File: src/rtl/coh_pkg.sv
package coh_pkg;

  typedef enum logic [2:0] {
    LS_INV = 3'd0,
    LS_EC  = 3'd1,
    LS_SC  = 3'd2,
    LS_EM  = 3'd3,
    LS_SM  = 3'd4
  } line_st_e;

  typedef enum logic [1:0] {
    BC_NONE   = 2'd0,
    BC_READ   = 2'd1,
    BC_UPDATE = 2'd2,
    BC_WRBACK = 2'd3
  } bus_cmd_e;

  localparam logic [1:0] OP_LOAD  = 2'd0;
  localparam logic [1:0] OP_STORE = 2'd1;
  localparam logic [1:0] OP_EVICT = 2'd2;

  typedef enum logic [2:0] {
    PH_IDLE,
    PH_RD,
    PH_UPD,
    PH_WB,
    PH_DONE
  } phase_e;

  function automatic logic is_dirty(line_st_e s);
    return (s == LS_EM) || (s == LS_SM);
  endfunction

  function automatic logic is_shared(line_st_e s);
    return (s == LS_SC) || (s == LS_SM);
  endfunction

endpackage

File: src/rtl/coh_rst_sync.sv
module coh_rst_sync #(
  parameter int STAGES = 2
) (
  input  logic clk,
  input  logic rst_n,
  output logic rst_sync_n
);

  logic [STAGES-1:0] sync_q;

  always_ff @(posedge clk or negedge rst_n) begin
    if (!rst_n) begin
      sync_q <= '0;
    end else begin
      sync_q <= {sync_q[STAGES-2:0], 1'b1};
    end
  end

  assign rst_sync_n = sync_q[STAGES-1];

endmodule

File: src/rtl/coh_snoop.sv
module coh_snoop
  import coh_pkg::*;
(
  input  line_st_e   cur_st,
  input  logic       snp_valid,
  input  logic       snp_hit,
  input  logic [1:0] snp_cmd,
  output logic       snp_busy,
  output logic       shared_out,
  output logic       supply,
  output logic       upd_we,
  output logic       apply,
  output line_st_e   next_st
);

  logic match;
  logic is_rd;
  logic is_up;

  assign match    = snp_valid && snp_hit;
  assign snp_busy = match;
  assign is_rd    = match && (cur_st != LS_INV) && (snp_cmd == BC_READ);
  assign is_up    = match && (cur_st != LS_INV) && (snp_cmd == BC_UPDATE);

  assign shared_out = is_rd || is_up;
  assign supply     = is_rd && is_dirty(cur_st);
  assign upd_we     = is_up;
  assign apply      = is_rd || is_up;

  always_comb begin
    next_st = cur_st;
    if (is_up) begin
      next_st = LS_SC;
    end else if (is_rd) begin
      unique case (cur_st)
        LS_EC:   next_st = LS_SC;
        LS_EM:   next_st = LS_SM;
        default: next_st = cur_st;
      endcase
    end
  end

endmodule

File: src/rtl/coh_seq.sv
module coh_seq
  import coh_pkg::*;
#(
  parameter int DATA_W = 32
) (
  input  logic              clk,
  input  logic              rst_n,
  input  logic              cpu_req,
  input  logic [1:0]        cpu_op,
  input  logic [DATA_W-1:0] cpu_wdata,
  input  logic              snp_busy,
  input  line_st_e          cur_st,
  input  logic              bus_gnt,
  input  logic              bus_shared_in,
  output logic              cpu_done,
  output logic              bus_req,
  output logic [1:0]        bus_cmd,
  output logic [DATA_W-1:0] bus_wdata,
  output logic              st_wr,
  output line_st_e          st_val
);

  phase_e            ph_q, ph_d;
  logic              store_q, store_d;
  logic              wbuf_en;
  logic [DATA_W-1:0] wbuf_q;

  always_comb begin
    ph_d    = ph_q;
    store_d = store_q;
    wbuf_en = 1'b0;
    st_wr   = 1'b0;
    st_val  = cur_st;
    unique case (ph_q)
      PH_IDLE: begin
        if (cpu_req && !snp_busy) begin
          if (cpu_op == OP_STORE) begin
            wbuf_en = 1'b1;
            store_d = 1'b1;
            if ((cur_st == LS_EC) || (cur_st == LS_EM)) begin
              st_wr  = 1'b1;
              st_val = LS_EM;
              ph_d   = PH_DONE;
            end else if (is_shared(cur_st)) begin
              ph_d = PH_UPD;
            end else begin
              ph_d = PH_RD;
            end
          end else if (cpu_op == OP_EVICT) begin
            store_d = 1'b0;
            if (is_dirty(cur_st)) begin
              ph_d = PH_WB;
            end else begin
              st_wr  = 1'b1;
              st_val = LS_INV;
              ph_d   = PH_DONE;
            end
          end else begin
            store_d = 1'b0;
            ph_d    = (cur_st != LS_INV) ? PH_DONE : PH_RD;
          end
        end
      end
      PH_RD: begin
        if (bus_gnt) begin
          st_wr = 1'b1;
          if (store_q) begin
            st_val = bus_shared_in ? LS_SC : LS_EM;
            ph_d   = bus_shared_in ? PH_UPD : PH_DONE;
          end else begin
            st_val = bus_shared_in ? LS_SC : LS_EC;
            ph_d   = PH_DONE;
          end
        end
      end
      PH_UPD: begin
        if (bus_gnt) begin
          st_wr  = 1'b1;
          st_val = bus_shared_in ? LS_SM : LS_EM;
          ph_d   = PH_DONE;
        end
      end
      PH_WB: begin
        if (bus_gnt) begin
          st_wr  = 1'b1;
          st_val = LS_INV;
          ph_d   = PH_DONE;
        end
      end
      PH_DONE: ph_d = PH_IDLE;
      default: ph_d = PH_IDLE;
    endcase
  end

  always_ff @(posedge clk or negedge rst_n) begin
    if (!rst_n) begin
      ph_q    <= PH_IDLE;
      store_q <= 1'b0;
    end else begin
      ph_q    <= ph_d;
      store_q <= store_d;
    end
  end

  always_ff @(posedge clk) begin
    if (wbuf_en) begin
      wbuf_q <= cpu_wdata;
    end
  end

  always_comb begin
    unique case (ph_q)
      PH_RD:   bus_cmd = BC_READ;
      PH_UPD:  bus_cmd = BC_UPDATE;
      PH_WB:   bus_cmd = BC_WRBACK;
      default: bus_cmd = BC_NONE;
    endcase
  end

  assign bus_req   = (ph_q == PH_RD) || (ph_q == PH_UPD) || (ph_q == PH_WB);
  assign cpu_done  = (ph_q == PH_DONE);
  assign bus_wdata = wbuf_q;

endmodule

File: src/rtl/coh_ctrl.sv
module coh_ctrl
  import coh_pkg::*;
#(
  parameter int DATA_W    = 32,
  parameter int RST_STAGE = 2
) (
  input  logic              clk,
  input  logic              rst_n,
  input  logic              cpu_req,
  input  logic [1:0]        cpu_op,
  input  logic [DATA_W-1:0] cpu_wdata,
  output logic              cpu_done,
  output logic              bus_req,
  output logic [1:0]        bus_cmd,
  output logic [DATA_W-1:0] bus_wdata,
  input  logic              bus_gnt,
  input  logic              bus_shared_in,
  input  logic              snp_valid,
  input  logic              snp_hit,
  input  logic [1:0]        snp_cmd,
  output logic              snp_shared_out,
  output logic              snp_supply,
  output logic              snp_upd_we,
  output logic [2:0]        line_state
);

  logic     rst_sync_n;
  line_st_e st_q, st_d;
  logic     st_en;
  logic     seq_wr;
  line_st_e seq_val;
  logic     snp_apply;
  line_st_e snp_next;
  logic     snp_busy;

  coh_rst_sync #(.STAGES(RST_STAGE)) u_rst (
    .clk        (clk),
    .rst_n      (rst_n),
    .rst_sync_n (rst_sync_n)
  );

  coh_snoop u_snoop (
    .cur_st     (st_q),
    .snp_valid  (snp_valid),
    .snp_hit    (snp_hit),
    .snp_cmd    (snp_cmd),
    .snp_busy   (snp_busy),
    .shared_out (snp_shared_out),
    .supply     (snp_supply),
    .upd_we     (snp_upd_we),
    .apply      (snp_apply),
    .next_st    (snp_next)
  );

  coh_seq #(.DATA_W(DATA_W)) u_seq (
    .clk           (clk),
    .rst_n         (rst_sync_n),
    .cpu_req       (cpu_req),
    .cpu_op        (cpu_op),
    .cpu_wdata     (cpu_wdata),
    .snp_busy      (snp_busy),
    .cur_st        (st_q),
    .bus_gnt       (bus_gnt),
    .bus_shared_in (bus_shared_in),
    .cpu_done      (cpu_done),
    .bus_req       (bus_req),
    .bus_cmd       (bus_cmd),
    .bus_wdata     (bus_wdata),
    .st_wr         (seq_wr),
    .st_val        (seq_val)
  );

  // Own bus cycles win; the arbiter keeps peer snoops out of our grant cycle.
  always_comb begin
    st_d  = st_q;
    st_en = seq_wr || snp_apply;
    if (seq_wr) begin
      st_d = seq_val;
    end else if (snp_apply) begin
      st_d = snp_next;
    end
  end

  always_ff @(posedge clk or negedge rst_sync_n) begin
    if (!rst_sync_n) begin
      st_q <= LS_INV;
    end else if (st_en) begin
      st_q <= st_d;
    end
  end

  assign line_state = st_q;

endmodule

File: config.mk
export PLATFORM = sky130hd
export DESIGN_NAME = coh_ctrl
export DESIGN_NICKNAME = d
export VERILOG_FILES = /design/src/rtl/coh_pkg.sv /design/src/rtl/coh_rst_sync.sv /design/src/rtl/coh_snoop.sv /design/src/rtl/coh_seq.sv /design/src/rtl/coh_ctrl.sv
export SDC_FILE = /design/constraint.sdc
export NUM_CORES = 1
export LEC_CHECK = 0
export BUFFER_PORTS_ARGS = -buffer_cell sky130_fd_sc_hd__buf_2
export CAP_MARGIN = 0
export CORE_MARGIN = 4
export CORE_UTILIZATION = 30
export DETAILED_ROUTE_END_ITERATION = 8
export SLEW_MARGIN = 15
export SYNTH_ARGS = -nofsm -noshare
export SYNTH_HDL_FRONTEND = slang
export SYNTH_HIERARCHICAL = 1
export SYNTH_SLANG_ARGS = --single-unit
File: constraint.sdc
create_clock -name clk -period 2.9 [get_ports clk]
set_clock_uncertainty 0.2 [all_clocks]
set_input_delay 0.58 -clock clk [delete_from_list [all_inputs] [get_ports clk]]
set_output_delay 0.58 -clock clk [all_outputs]
set_load 0.01 [all_outputs]
==> impl_results.md <==
* Seq/Total Area, Yosys at 0.6427
* Count of clock tree sinks at just over 40
* Die outline area at 7470 µm²
* Instance area after placement at between 2000 and 2500 µm²
* Boundary Pins at 85
* PwrDens at approximately 630 nW/µm²
* DR DRC count at 0
* First-pass GRT wire length at between 6 and 7 mm
* Max-slew violations at 0
* Core Rows at 28
* Clock-pin transition on the worst setup and hold timing paths at about 70 ps
* Total setup buffers inserted after CTS at 0
* Number of global-route vias before repair at ~1400
* Max Cap Violations at 0
* Post-DP HPWL at 3.327 mm
* Highest fanout seen on the critical path at 6
* Effective utilization at floorplan at 0.3099
* TritonCTS clock tree: yes
* Synthesis-stage register bit count at just over 40
* Critical Path RT at approximately 2100 ps
* Highest achievable clock rate at 425.4 MHz
* Period utilisation layout at 0.8106
* Average cell area after synthesis at between 10 and 15 µm²
* Combined area of all synthesized cells at around 1800 µm²
* Pin count of the biggest net entering global routing at 34
* Fin Setup TNS at 0 ps
* Max Buffers Root-to-Sink at 2
* First drt pass iteration count at 4
* WS Path Type: in2out
* Share of flip-flops with an asynchronous set or reset after synthesis at 0.2195
* Non-Filler Cell Area, Final at between 2000 and 2500 µm²
* Class of the worst hold path: reg2reg
* Mapped Nets at around 190
* Average wire per cell in the routed design at 14.04 µm
* N_diodes at 0
* Synthesis-to-finish area growth at 33.02%
* Total of buffers placed on input and output ports at 84
* Final period demand of the worst path at about 2400 ps
* Initial antenna violation count at 0
* Post-synth EDFFs at 32
* Leading cell types in the layout, fill and taps excluded: sky130_fd_sc_hd__buf_2, sky130_fd_sc_hd__edfxtp_1, sky130_fd_sc_hd__nor2_1
* Leading cell type in the layout, fill and taps excluded: sky130_fd_sc_hd__buf_2
* Most instantiated flip-flop cell in the synthesis netlist: sky130_fd_sc_hd__edfxtp_1
* Setup violation total in the final timing report at 0
* Final core area utilization at 0.4122
* Outcome: complete, no violations
* Setup WS pre-CTS at approximately 450 ps
* Post-Route Hold Slack at between 150 and 200 ps
* Vertical extent of the die at 86.43 µm
* Yosys warning count at 6
* Startpoint type of the worst setup path: primary input
* Die Width at around 86 µm
* Setup repair after global routing missed its margin: false
* Leak Pwr at 1.030 nW
* Number of cells produced by synthesis at 148
* Final hold vios at 0
* Highest ir drop seen on vdd at 0.2911 mV
* Layout cells sized above 1 at 0.4135
* Post-synth cell types at 43
* Layout net count at roughly 280
* Clock network latency to the later pin of the worst-skew pair at between 200 and 300 ps
* GRT Resource Usage Total at 0.1190
* Total gr overflow at 0
* Post-route setup slack at between 500 and 600 ps
* Arrival time reported for the critical path endpoint at around 1600 ps
* Routed wire length at approximately 4.4 mm
* Number of buffers inserted during clock tree synthesis at 5
* Cell chosen for the clock root: sky130_fd_sc_hd__clkbuf_8
* Area of the core region at 5956 µm²
* Via/cell ratio at approximately 4.6
* Level count of the clock H-tree at 2
* Total via count in the routed design at 1446
* Kind of end point of the critical path: output port
* Final GP Congestion at around 0.75
* Number of design-rule violations left by the first detailed-router iteration at 84
* Number of antenna-violating nets in the routed design at 0
-- where the power goes --
| group | internal (W) | switching (W) |
|---|---|---|
| logic | 0.000201 | 0.000266 |
| clock network | 0.000167 | 0.000171 |
| registers | 0.000698 | 0.0000506 |
-- Yosys cell counts (all sizes together), types with 2 or more instances --
cell    count  area share
edfxtp     32        0.52
o21ai      12       0.033
nor2       11       0.022
a21oi       9       0.024
dfrtp       9        0.12
nand2       8       0.016
nand2b      7       0.024
nor2b       7       0.024
buf         5       0.022
clkbuf      4      0.0081
a22o        3       0.014
mux2i       3       0.016
nor3        3      0.0081
or2         3       0.010
or3         3       0.010
a211oi      2      0.0081
and2        2      0.0068
and4b       2       0.011
nand4       2      0.0068
o211ai      2       0.011
o22ai       2      0.0068
-- worst max-delay path, cell delays in order --
cell and delay [ps]:
sky130_fd_sc_hd__buf_2 80, sky130_fd_sc_hd__and2_1 220, sky130_fd_sc_hd__o21ai_1 110, sky130_fd_sc_hd__a21oi_1 350, sky130_fd_sc_hd__buf_2 220
-- metal layers --
metal	track usage	wire length, µm	vias up
li1	-	-	727
met1	0.1543	1808	664
met2	0.1989	2256	51
met3	0.02471	293	4
met4	0.03824	23	0
met5	0	0	-
-- through the flow --
step / std cells / power [W]
6_report: 312 / 0.001553
5_1_grt: 312 / 0.001673
4_1_cts: 312 / 0.001571
3_5_place_dp: 302 / 0.001227
3_3_place_gp: 302 / 0.001226
2_1_floorplan: 148 / 0.001070
-- sequential cells by signal, indices dropped and copies added (netlist names) --
register         count
u_seq/bus_wdata     32
line_state           3
u_seq/ph_q           3
u_rst/sync_q         2
u_seq/store_q        1
-- what timing repair did --
action                                  CTS  global route
hold endpoints to repair                  9             0
hold buffers                              2             0
endpoints found under the setup margin    0             0
resized for setup                         0             0
-- final timing paths --
| check | start | endpoint | slack, ps | cells after the start |
|---|---|---|---|---|
| worst max-delay path | snp_valid | snp_shared_out | 550 | 5 |
| min in group asynchronous | rst_n | u_rst/sync_q[0]$_DFF_PN0_ | 430 | 2 |
| max in group asynchronous | u_rst/sync_q[1]$_DFF_PN0_ | line_state[1]$_DFFE_PN0P_ | 1790 | 1 |
| worst max register to register | u_seq/ph_q[1]$_DFFE_PN0P_ | u_seq/bus_wdata[17]$_DFFE_PP_ | 750 | 4 |
| worst min register to register | u_rst/sync_q[0]$_DFF_PN0_ | u_rst/sync_q[1]$_DFF_PN0_ | 160 | 0 |
| worst min-delay path | u_rst/sync_q[0]$_DFF_PN0_ | u_rst/sync_q[1]$_DFF_PN0_ | 160 | 0 |
-- cells by family after synthesis --
| logic type | count (synthesis) | synth area share |
|---|---|---|
| AO/OA/AOI/OAI | 42 | 0.1512 |
| AND/OR/NAND/NOR | 50 | 0.1498 |
| flip-flops | 41 | 0.6427 |
| buffers and inverters | 10 | 0.03186 |
| other | 1 | 0.002032 |
| multiplexers | 4 | 0.02237 |
-- area by class of cell --
class | count | area (µm²)
multi-input cells | 97 | 608.1
clock buffers | 7 | 76.32
repair buffers | 90 | 483.0
clock inverters | 1 | 3.754
inverters | 1 | 3.754
well taps | 75 | 93.84
fillers | 593 | 3501
flip-flops and latches | 41 | 1186
Note: power is estimated with default switching activity, not from simulation.
